### config.mk
export PLATFORM = sky130hd
export DESIGN_NAME = uart_tx_frac
export DESIGN_NICKNAME = d
export VERILOG_FILES = /design/src/rtl/uart_tx_pkg.sv /design/src/rtl/uart_tx_fifo.sv /design/src/rtl/uart_tx_shifter.sv /design/src/rtl/uart_tx_rts.sv /design/src/rtl/uart_tx_frac.sv
export SDC_FILE = /design/constraint.sdc
export NUM_CORES = 1
export LEC_CHECK = 0
export BUFFER_PORTS_ARGS = -buffer_cell sky130_fd_sc_hd__buf_4
export CORE_UTILIZATION = 54
export CTS_BUF_LIST = sky130_fd_sc_hd__clkbuf_16
export DETAILED_ROUTE_END_ITERATION = 16
export PLACE_DENSITY = 0.71
export SYNTH_ARGS = -nofsm -noshare
export SYNTH_HDL_FRONTEND = slang
export SYNTH_SLANG_ARGS = --single-unit
### constraint.sdc
create_clock -name clk -period 12.3 [get_ports clk]
set_input_delay 1.23 -clock clk [delete_from_list [all_inputs] [get_ports clk]]
set_output_delay 1.23 -clock clk [all_outputs]
set_load 0.005 [all_outputs]
### src/rtl/uart_tx_pkg.sv
// Shared types and helpers for the fractional-stop serial transmitter.
// Assumes a 16x bit-rate enable: every bit is 16 ticks long.
package uart_tx_pkg;

    localparam int TICKS_PER_BIT = 16;
    localparam int CNT_W         = 6;   // holds stop lengths up to 32 ticks

    typedef enum logic [2:0] {
        TX_IDLE,
        TX_START,
        TX_DATA,
        TX_PAR,
        TX_STOP
    } tx_state_e;

    // Stop length in ticks from the 4-bit code; short codes get +8 for 5-bit chars.
    function automatic logic [CNT_W-1:0] stop_ticks(input logic [3:0] code,
                                                    input logic       five_bit);
        logic [CNT_W-1:0] t;
        t = code[3] ? (CNT_W'(code) + CNT_W'(17)) : (CNT_W'(code) + CNT_W'(9));
        if (five_bit && !code[3]) begin
            t = t + CNT_W'(8);
        end
        return t;
    endfunction

endpackage

### src/rtl/uart_tx_fifo.sv
// Byte queue feeding the transmitter.
// Assumes push is already gated by !full by the caller; pop only when !empty.
module uart_tx_fifo #(
    parameter int W     = 8,
    parameter int DEPTH = 16
) (
    input  logic         clk,
    input  logic         rst_n,
    input  logic         push,
    input  logic [W-1:0] wdata,
    input  logic         pop,
    output logic [W-1:0] rdata,
    output logic         empty,
    output logic         full
);
    localparam int AW = $clog2(DEPTH);

    logic [W-1:0] mem [DEPTH];
    logic [AW-1:0] wr_ptr, rd_ptr;
    logic [AW:0]   count;

    assign empty = (count == '0);
    assign full  = (count == (AW+1)'(DEPTH));
    assign rdata = mem[rd_ptr];

    // Storage write; no reset needed for the data array.
    always_ff @(posedge clk) begin
        if (push) begin
            mem[wr_ptr] <= wdata;
        end
    end

    // Pointer and occupancy upkeep.
    always_ff @(posedge clk) begin
        if (!rst_n) begin
            wr_ptr <= '0;
            rd_ptr <= '0;
            count  <= '0;
        end else begin
            if (push) begin
                wr_ptr <= (wr_ptr == AW'(DEPTH-1)) ? '0 : wr_ptr + 1'b1;
            end
            if (pop) begin
                rd_ptr <= (rd_ptr == AW'(DEPTH-1)) ? '0 : rd_ptr + 1'b1;
            end
            case ({push, pop})
                2'b10:   count <= count + 1'b1;
                2'b01:   count <= count - 1'b1;
                default: count <= count;
            endcase
        end
    end

    a_r5_full_holds_count: assert property (@(posedge clk) disable iff (!rst_n)
        (full && !pop) |=> (count == $past(count)));

endmodule

### src/rtl/uart_tx_shifter.sv
// Frame sequencer: start, 5..8 data bits LSB first, optional parity, stop in ticks.
// Assumes tick is a one-cycle enable at 16x bit rate; the format is latched per character.
module uart_tx_shifter
    import uart_tx_pkg::*;
#(
    parameter int DATA_W = 8
) (
    input  logic              clk,
    input  logic              rst_n,
    input  logic              tick,
    input  logic              avail,
    input  logic              cts_ok,
    input  logic [DATA_W-1:0] rdata,
    input  logic [1:0]        char_len,
    input  logic              par_en,
    input  logic              par_odd,
    input  logic [3:0]        stop_code,
    output logic              pop,
    output logic              txd,
    output logic              busy
);
    localparam int LEN_W = $clog2(DATA_W);
    localparam int NB_W  = LEN_W + 1;
    localparam logic [CNT_W-1:0] BIT_LAST = CNT_W'(TICKS_PER_BIT - 1);

    tx_state_e         state;
    logic [CNT_W-1:0]  cnt;
    logic [DATA_W-1:0] shreg;
    logic [NB_W-1:0]   nbits, nb_load;
    logic [LEN_W-1:0]  bit_idx;
    logic              par_q, par_load, pen_q;
    logic [CNT_W-1:0]  stop_q;
    logic [DATA_W-1:0] masked;
    logic              start_ok, stop_end;

    assign nb_load  = NB_W'(5) + NB_W'(char_len);
    assign start_ok = avail && cts_ok;
    assign stop_end = (state == TX_STOP) && (cnt == stop_q - 1'b1);
    assign pop      = tick && start_ok && ((state == TX_IDLE) || stop_end);
    assign busy     = (state != TX_IDLE);

    // Parity of the bits that will actually be sent.
    always_comb begin
        for (int i = 0; i < DATA_W; i++) begin
            masked[i] = rdata[i] && (i < int'(nb_load));
        end
        par_load = (^masked) ^ par_odd;
    end

    // Frame state machine, advancing once per tick.
    always_ff @(posedge clk) begin
        if (!rst_n) begin
            state   <= TX_IDLE;
            txd     <= 1'b1;
            cnt     <= '0;
            shreg   <= '0;
            nbits   <= '0;
            bit_idx <= '0;
            par_q   <= 1'b0;
            pen_q   <= 1'b0;
            stop_q  <= '0;
        end else if (tick) begin
            cnt <= cnt + 1'b1;
            if (pop) begin
                state   <= TX_START;
                txd     <= 1'b0;
                cnt     <= '0;
                shreg   <= rdata;
                nbits   <= nb_load;
                par_q   <= par_load;
                pen_q   <= par_en;
                stop_q  <= stop_ticks(stop_code, char_len == 2'b00);
            end else begin
                case (state)
                    TX_IDLE: begin
                        txd <= 1'b1;
                        cnt <= '0;
                    end
                    TX_START: if (cnt == BIT_LAST) begin
                        state   <= TX_DATA;
                        txd     <= shreg[0];
                        cnt     <= '0;
                        bit_idx <= '0;
                    end
                    TX_DATA: if (cnt == BIT_LAST) begin
                        cnt <= '0;
                        if (NB_W'(bit_idx) == nbits - 1'b1) begin
                            state <= pen_q ? TX_PAR : TX_STOP;
                            txd   <= pen_q ? par_q : 1'b1;
                        end else begin
                            shreg   <= shreg >> 1;
                            txd     <= shreg[1];
                            bit_idx <= bit_idx + 1'b1;
                        end
                    end
                    TX_PAR: if (cnt == BIT_LAST) begin
                        state <= TX_STOP;
                        txd   <= 1'b1;
                        cnt   <= '0;
                    end
                    TX_STOP: if (stop_end) begin
                        state <= TX_IDLE;
                        txd   <= 1'b1;
                        cnt   <= '0;
                    end
                    default: begin
                        state <= TX_IDLE;
                        txd   <= 1'b1;
                    end
                endcase
            end
        end
    end

    a_r1_idle_line_high: assert property (@(posedge clk) disable iff (!rst_n)
        (state == TX_IDLE || state == TX_STOP) |-> txd);
    a_r1_start_line_low: assert property (@(posedge clk) disable iff (!rst_n)
        (state == TX_START) |-> !txd);

endmodule

### src/rtl/uart_tx_rts.sv
// Request-to-send register with optional automatic negation after drain.
// Assumes drained reflects an empty queue and idle shifter; the delay is 16 ticks.
module uart_tx_rts
    import uart_tx_pkg::*;
(
    input  logic clk,
    input  logic rst_n,
    input  logic tick,
    input  logic rts_set,
    input  logic rts_clr,
    input  logic auto_en,
    input  logic tx_en,
    input  logic drained,
    output logic rts
);
    localparam int DW = $clog2(TICKS_PER_BIT);

    logic [DW-1:0] dly;
    logic          armed;

    assign armed = auto_en && !tx_en && drained && rts;

    // Host set/clear plus the auto-negate at the end of the one-bit delay.
    always_ff @(posedge clk) begin
        if (!rst_n) begin
            rts <= 1'b0;
        end else if (rts_clr) begin
            rts <= 1'b0;
        end else if (rts_set) begin
            rts <= 1'b1;
        end else if (armed && tick && (dly == DW'(TICKS_PER_BIT - 1))) begin
            rts <= 1'b0;
        end
    end

    // One-bit delay counter, restarted whenever the arming condition breaks.
    always_ff @(posedge clk) begin
        if (!rst_n || !armed) begin
            dly <= '0;
        end else if (tick) begin
            dly <= dly + 1'b1;
        end
    end

    a_r8_set_takes_effect: assert property (@(posedge clk) disable iff (!rst_n)
        (rts_set && !rts_clr) |=> rts);
    a_r8_clear_wins: assert property (@(posedge clk) disable iff (!rst_n)
        rts_clr |=> !rts);

endmodule

### src/rtl/uart_tx_frac.sv
// Top of the serial transmitter: queue, frame sequencer and request-to-send control.
// Assumes tick16 is a single-cycle enable; config is changed only while tx_emt is high.
module uart_tx_frac
    import uart_tx_pkg::*;
#(
    parameter int DATA_W = 8,
    parameter int DEPTH  = 16
) (
    input  logic              clk,
    input  logic              rst_n,
    input  logic              tick16,
    input  logic              tx_en,
    input  logic              wr_valid,
    input  logic [DATA_W-1:0] wr_data,
    input  logic [1:0]        char_len,
    input  logic              par_en,
    input  logic              par_odd,
    input  logic [3:0]        stop_code,
    input  logic              cts_gate_en,
    input  logic              cts,
    input  logic              rts_set,
    input  logic              rts_clr,
    input  logic              auto_rts,
    output logic              txd,
    output logic              rts,
    output logic              tx_rdy,
    output logic              tx_emt
);
    logic              push, pop, empty, full, busy, cts_ok;
    logic [DATA_W-1:0] rdata;

    assign tx_rdy = tx_en && !full;
    assign push   = wr_valid && tx_rdy;
    assign cts_ok = !cts_gate_en || cts;
    assign tx_emt = empty && !busy;

    uart_tx_fifo #(.W(DATA_W), .DEPTH(DEPTH)) u_fifo (
        .clk(clk), .rst_n(rst_n), .push(push), .wdata(wr_data), .pop(pop),
        .rdata(rdata), .empty(empty), .full(full)
    );

    uart_tx_shifter #(.DATA_W(DATA_W)) u_shift (
        .clk(clk), .rst_n(rst_n), .tick(tick16), .avail(!empty), .cts_ok(cts_ok),
        .rdata(rdata), .char_len(char_len), .par_en(par_en), .par_odd(par_odd),
        .stop_code(stop_code), .pop(pop), .txd(txd), .busy(busy)
    );

    uart_tx_rts u_rts (
        .clk(clk), .rst_n(rst_n), .tick(tick16), .rts_set(rts_set), .rts_clr(rts_clr),
        .auto_en(auto_rts), .tx_en(tx_en), .drained(tx_emt), .rts(rts)
    );

    a_r6_empty_line_high: assert property (@(posedge clk) disable iff (!rst_n)
        tx_emt |-> txd);
    a_r7_start_needs_cts: assert property (@(posedge clk) disable iff (!rst_n)
        (pop && cts_gate_en) |-> cts);
    a_r9_no_drop_before_drain: assert property (@(posedge clk) disable iff (!rst_n)
        (rts && !tx_emt && !rts_clr) |=> rts);
    a_r10_no_auto_drop_enabled: assert property (@(posedge clk) disable iff (!rst_n)
        (rts && tx_en && !rts_clr) |=> rts);

endmodule

==> qor.yml <==
start_util_pct: 56.0
synthDistinctLibCells: 62
pwr-share-clk_pct: 32.6
post-route-period-util_pct: 37.5
cts_tree: "built"
core_area_um2: 14800
leakagePower_uw: 0.00317
wire_per_inst_um: 19.5
finalNetCount: 695
worstHoldPathType: "reg2reg"
cp_max_fo: 34
worstSetupStartpointType: "flop"
muxShareOfSynthArea_pct: 13.2
path_clk_slew_ns: 0.07
cp-end-kind: "flop"
drc: 0
timing.fmax_mhz: 217
synth-edff-count: 128
vias: 5110
area_delta_synth_final_pct: 10.6
seqPwrFrac_pct: 44.5
ctsLongestPathBuffers: 2
synth_seq_cells: 183
skew_ns: 0.0132
viasPerCell: 6.04
pre_cts_ws_ns: 7.73
switchingPower_uw: 464
cts_buffers: 17
drtIter0Drc: 400
synthCells: 627
synth-simple-area-share_pct: 9.99
final-setup-viol-count: 0
drv_cap: 0
r2r_slack_ns: 7.69
worstSetupPathType: "reg2reg"
rsz0062_at_grt: "false"
maxSlewHeadroom_pct: 17.5
clock-sinks: 183
track_usage_pct: 22.0
dpl.hpwl_mm: 10.7
routed_wl_mm: 16.5
grt_max_degree: 47
syn-num-nets: 673
critPathArrivalTime_ns: 4.96
synth_xor_xnor_area_share_pct: 3.74
clock_latency_ns: 0.44
report.final.hold_viol_count: 0
cts_hold_buf: 0
combPwrFrac_pct: 22.9
swShare_pct: 28.9
outcome: "complete, no violations"
die_h_um: 126
n_antenna_cell: 0
ioPinCount: 30
first_pass_iters: 5
rows: 44
die_w_um: 126
post-cts-setup-buffer-count: 0
place_congestion: 0.809
synthAdderAreaFrac_pct: 3.03
ir_drop_v: 0.000107
fin_ws_ns: 7.69
avgSynthCellArea_um2: 13.2
overflow: 0
synth_flop_cell: "edfxtp_1"
antenna_found_initial: 0
grt_pass1_vias: 5031
die_area_um2: 15800
cts_resized: 0
worstMarginPinSlew_ns: 1.23
synth_area_um2: 8270
grt_pass1_wl_mm: 26.1
drv_slew: 0
intPower_uw: 1140
powerDensity_nw_per_um2: 176
synth_compound_area_share_pct: 7.10
yosys_warnings: 0
synth_seq_area_share_pct: 59.8
synth_top_family_by_area: "multiplexers"
fin_setup_tns_ns: 0
cp.required_ns: 12.66
fin_crit_ns: 4.61
htreeDepth: 4
portBuffers: 29
async_flop_share_pct: 0
drive_gt1_share_pct: 16.9
clock-root-buffer: "clkbuf_16"
ant_nets: 0
## kinds of logic after synthesis
family | Yosys count
xor+xnor | 32
fa+ha+maj | 20
simple gates | 174
compound gates | 88
mux | 80
buf+inv | 50
flops | 183
## final cells by class
class	count	area, µm²
fill	1123	5610
sequential	183	4950
multi-input combinational	394	3080
clock buffer	17	425
timing repair buffer	32	240
tap	184	230
clock inverter	15	141
inverter	21	78.8
## flip-flops by register name, indices dropped and copies added (netlist names), named ones only
name / count
u_fifo.mem: 128
u_shift.shreg: 8
u_shift.cnt: 6
u_shift.stop_q: 6
u_fifo.count: 5
u_fifo.rd_ptr: 4
u_fifo.wr_ptr: 4
u_rts.dly: 4
u_shift.nbits: 4
u_shift.bit_idx: 3
u_shift.state: 3
u_rts.rts: 1
u_shift.par_q: 1
u_shift.pen_q: 1
u_shift.txd: 1
## metal layers
metal  up-vias  share of wire [%]  track usage, %
li1       2390                  -               -
met1      2538                 44            29.2
met2       153                 48            35.8
met3        29                5.3            4.55
met4         0                1.7            8.29
met5         -                  0               0
## layout by cell type (no fill, tap or decap), types with 14 or more instances in the layout
cell type,instances
mux4_2,22
xor2_1,20
clkbuf_16,17
inv_1,18
edfxtp_1,128
a21oi_1,30
nor3_1,14
nor2_1,69
ha_1,20
o21ai_0,15
buf_4,32
nand2_1,33
dfxtp_1,54
mux2i_1,48
## power by group through the flow
stage                     logic, µW  registers [µW]  clock network [µW]
after detailed placement        365             727                   0
after global placement          356             725                   0
after CTS                       368             713                 529
after floorplan                 309             718                   0
final                           368             714                 522
after global routing            405             717                 553
## per-stage QoR
stage	instance area [µm²]	instances	hold WS, ns	power [µW]	util [%]
floorplan	8270	627	0.459	1030	-
detailed placement	8580	814	0.492	1090	58.1
CTS	9140	846	0.507	1610	62.0
global placement	8580	814	0.472	1080	58.1
finish	9140	846	0.505	1600	62.0
global route	9140	846	0.538	1680	62.0
## synthesized netlist by cell type, drive strengths merged, types with 14 or more instances
cell / count / share of area, %
buf: 15 / 1.6
mux2i: 48 / 5.8
nor2: 69 / 3.1
nor3: 18 / 1.1
dfxtp: 55 / 13
nand2: 33 / 1.5
edfxtp: 128 / 46
mux4: 22 / 6.0
clkbuf: 14 / 0.64
a21oi: 31 / 1.9
o21ai: 18 / 1.1
ha: 20 / 3.0
inv: 21 / 0.95
xor2: 20 / 2.1
## worst max-delay path, stage by stage, from the launching register on
cell and delay (ns):
dfxtp_1 0.41, inv_1 0.07, ha_1 0.21, and2_4 0.15, o21a_1 0.18, o31a_1 0.24
o41a_1 0.39, or3_1 0.48, inv_2 0.54, ha_1 0.48, xor2_1 0.19, ha_1 0.22
o21ai_0 0.09, a21oi_1 0.17, a21oi_1 0.10, xor2_1 0.15, or3_1 0.31, a21oi_1 0.13
## final timing paths
kind	start	to	cells after the start
max	u_shift.stop_q[0]$_SDFFE_PN0P_	u_fifo.count[4]$_SDFFE_PN0P_	17
min	u_shift.shreg[3]$_SDFFE_PN0P_	u_shift.shreg[3]$_SDFFE_PN0P_	2
max reg2reg	u_shift.stop_q[0]$_SDFFE_PN0P_	u_fifo.count[4]$_SDFFE_PN0P_	17
min reg2reg	u_shift.shreg[3]$_SDFFE_PN0P_	u_shift.shreg[3]$_SDFFE_PN0P_	2
Power figures use the tool's default switching activity.
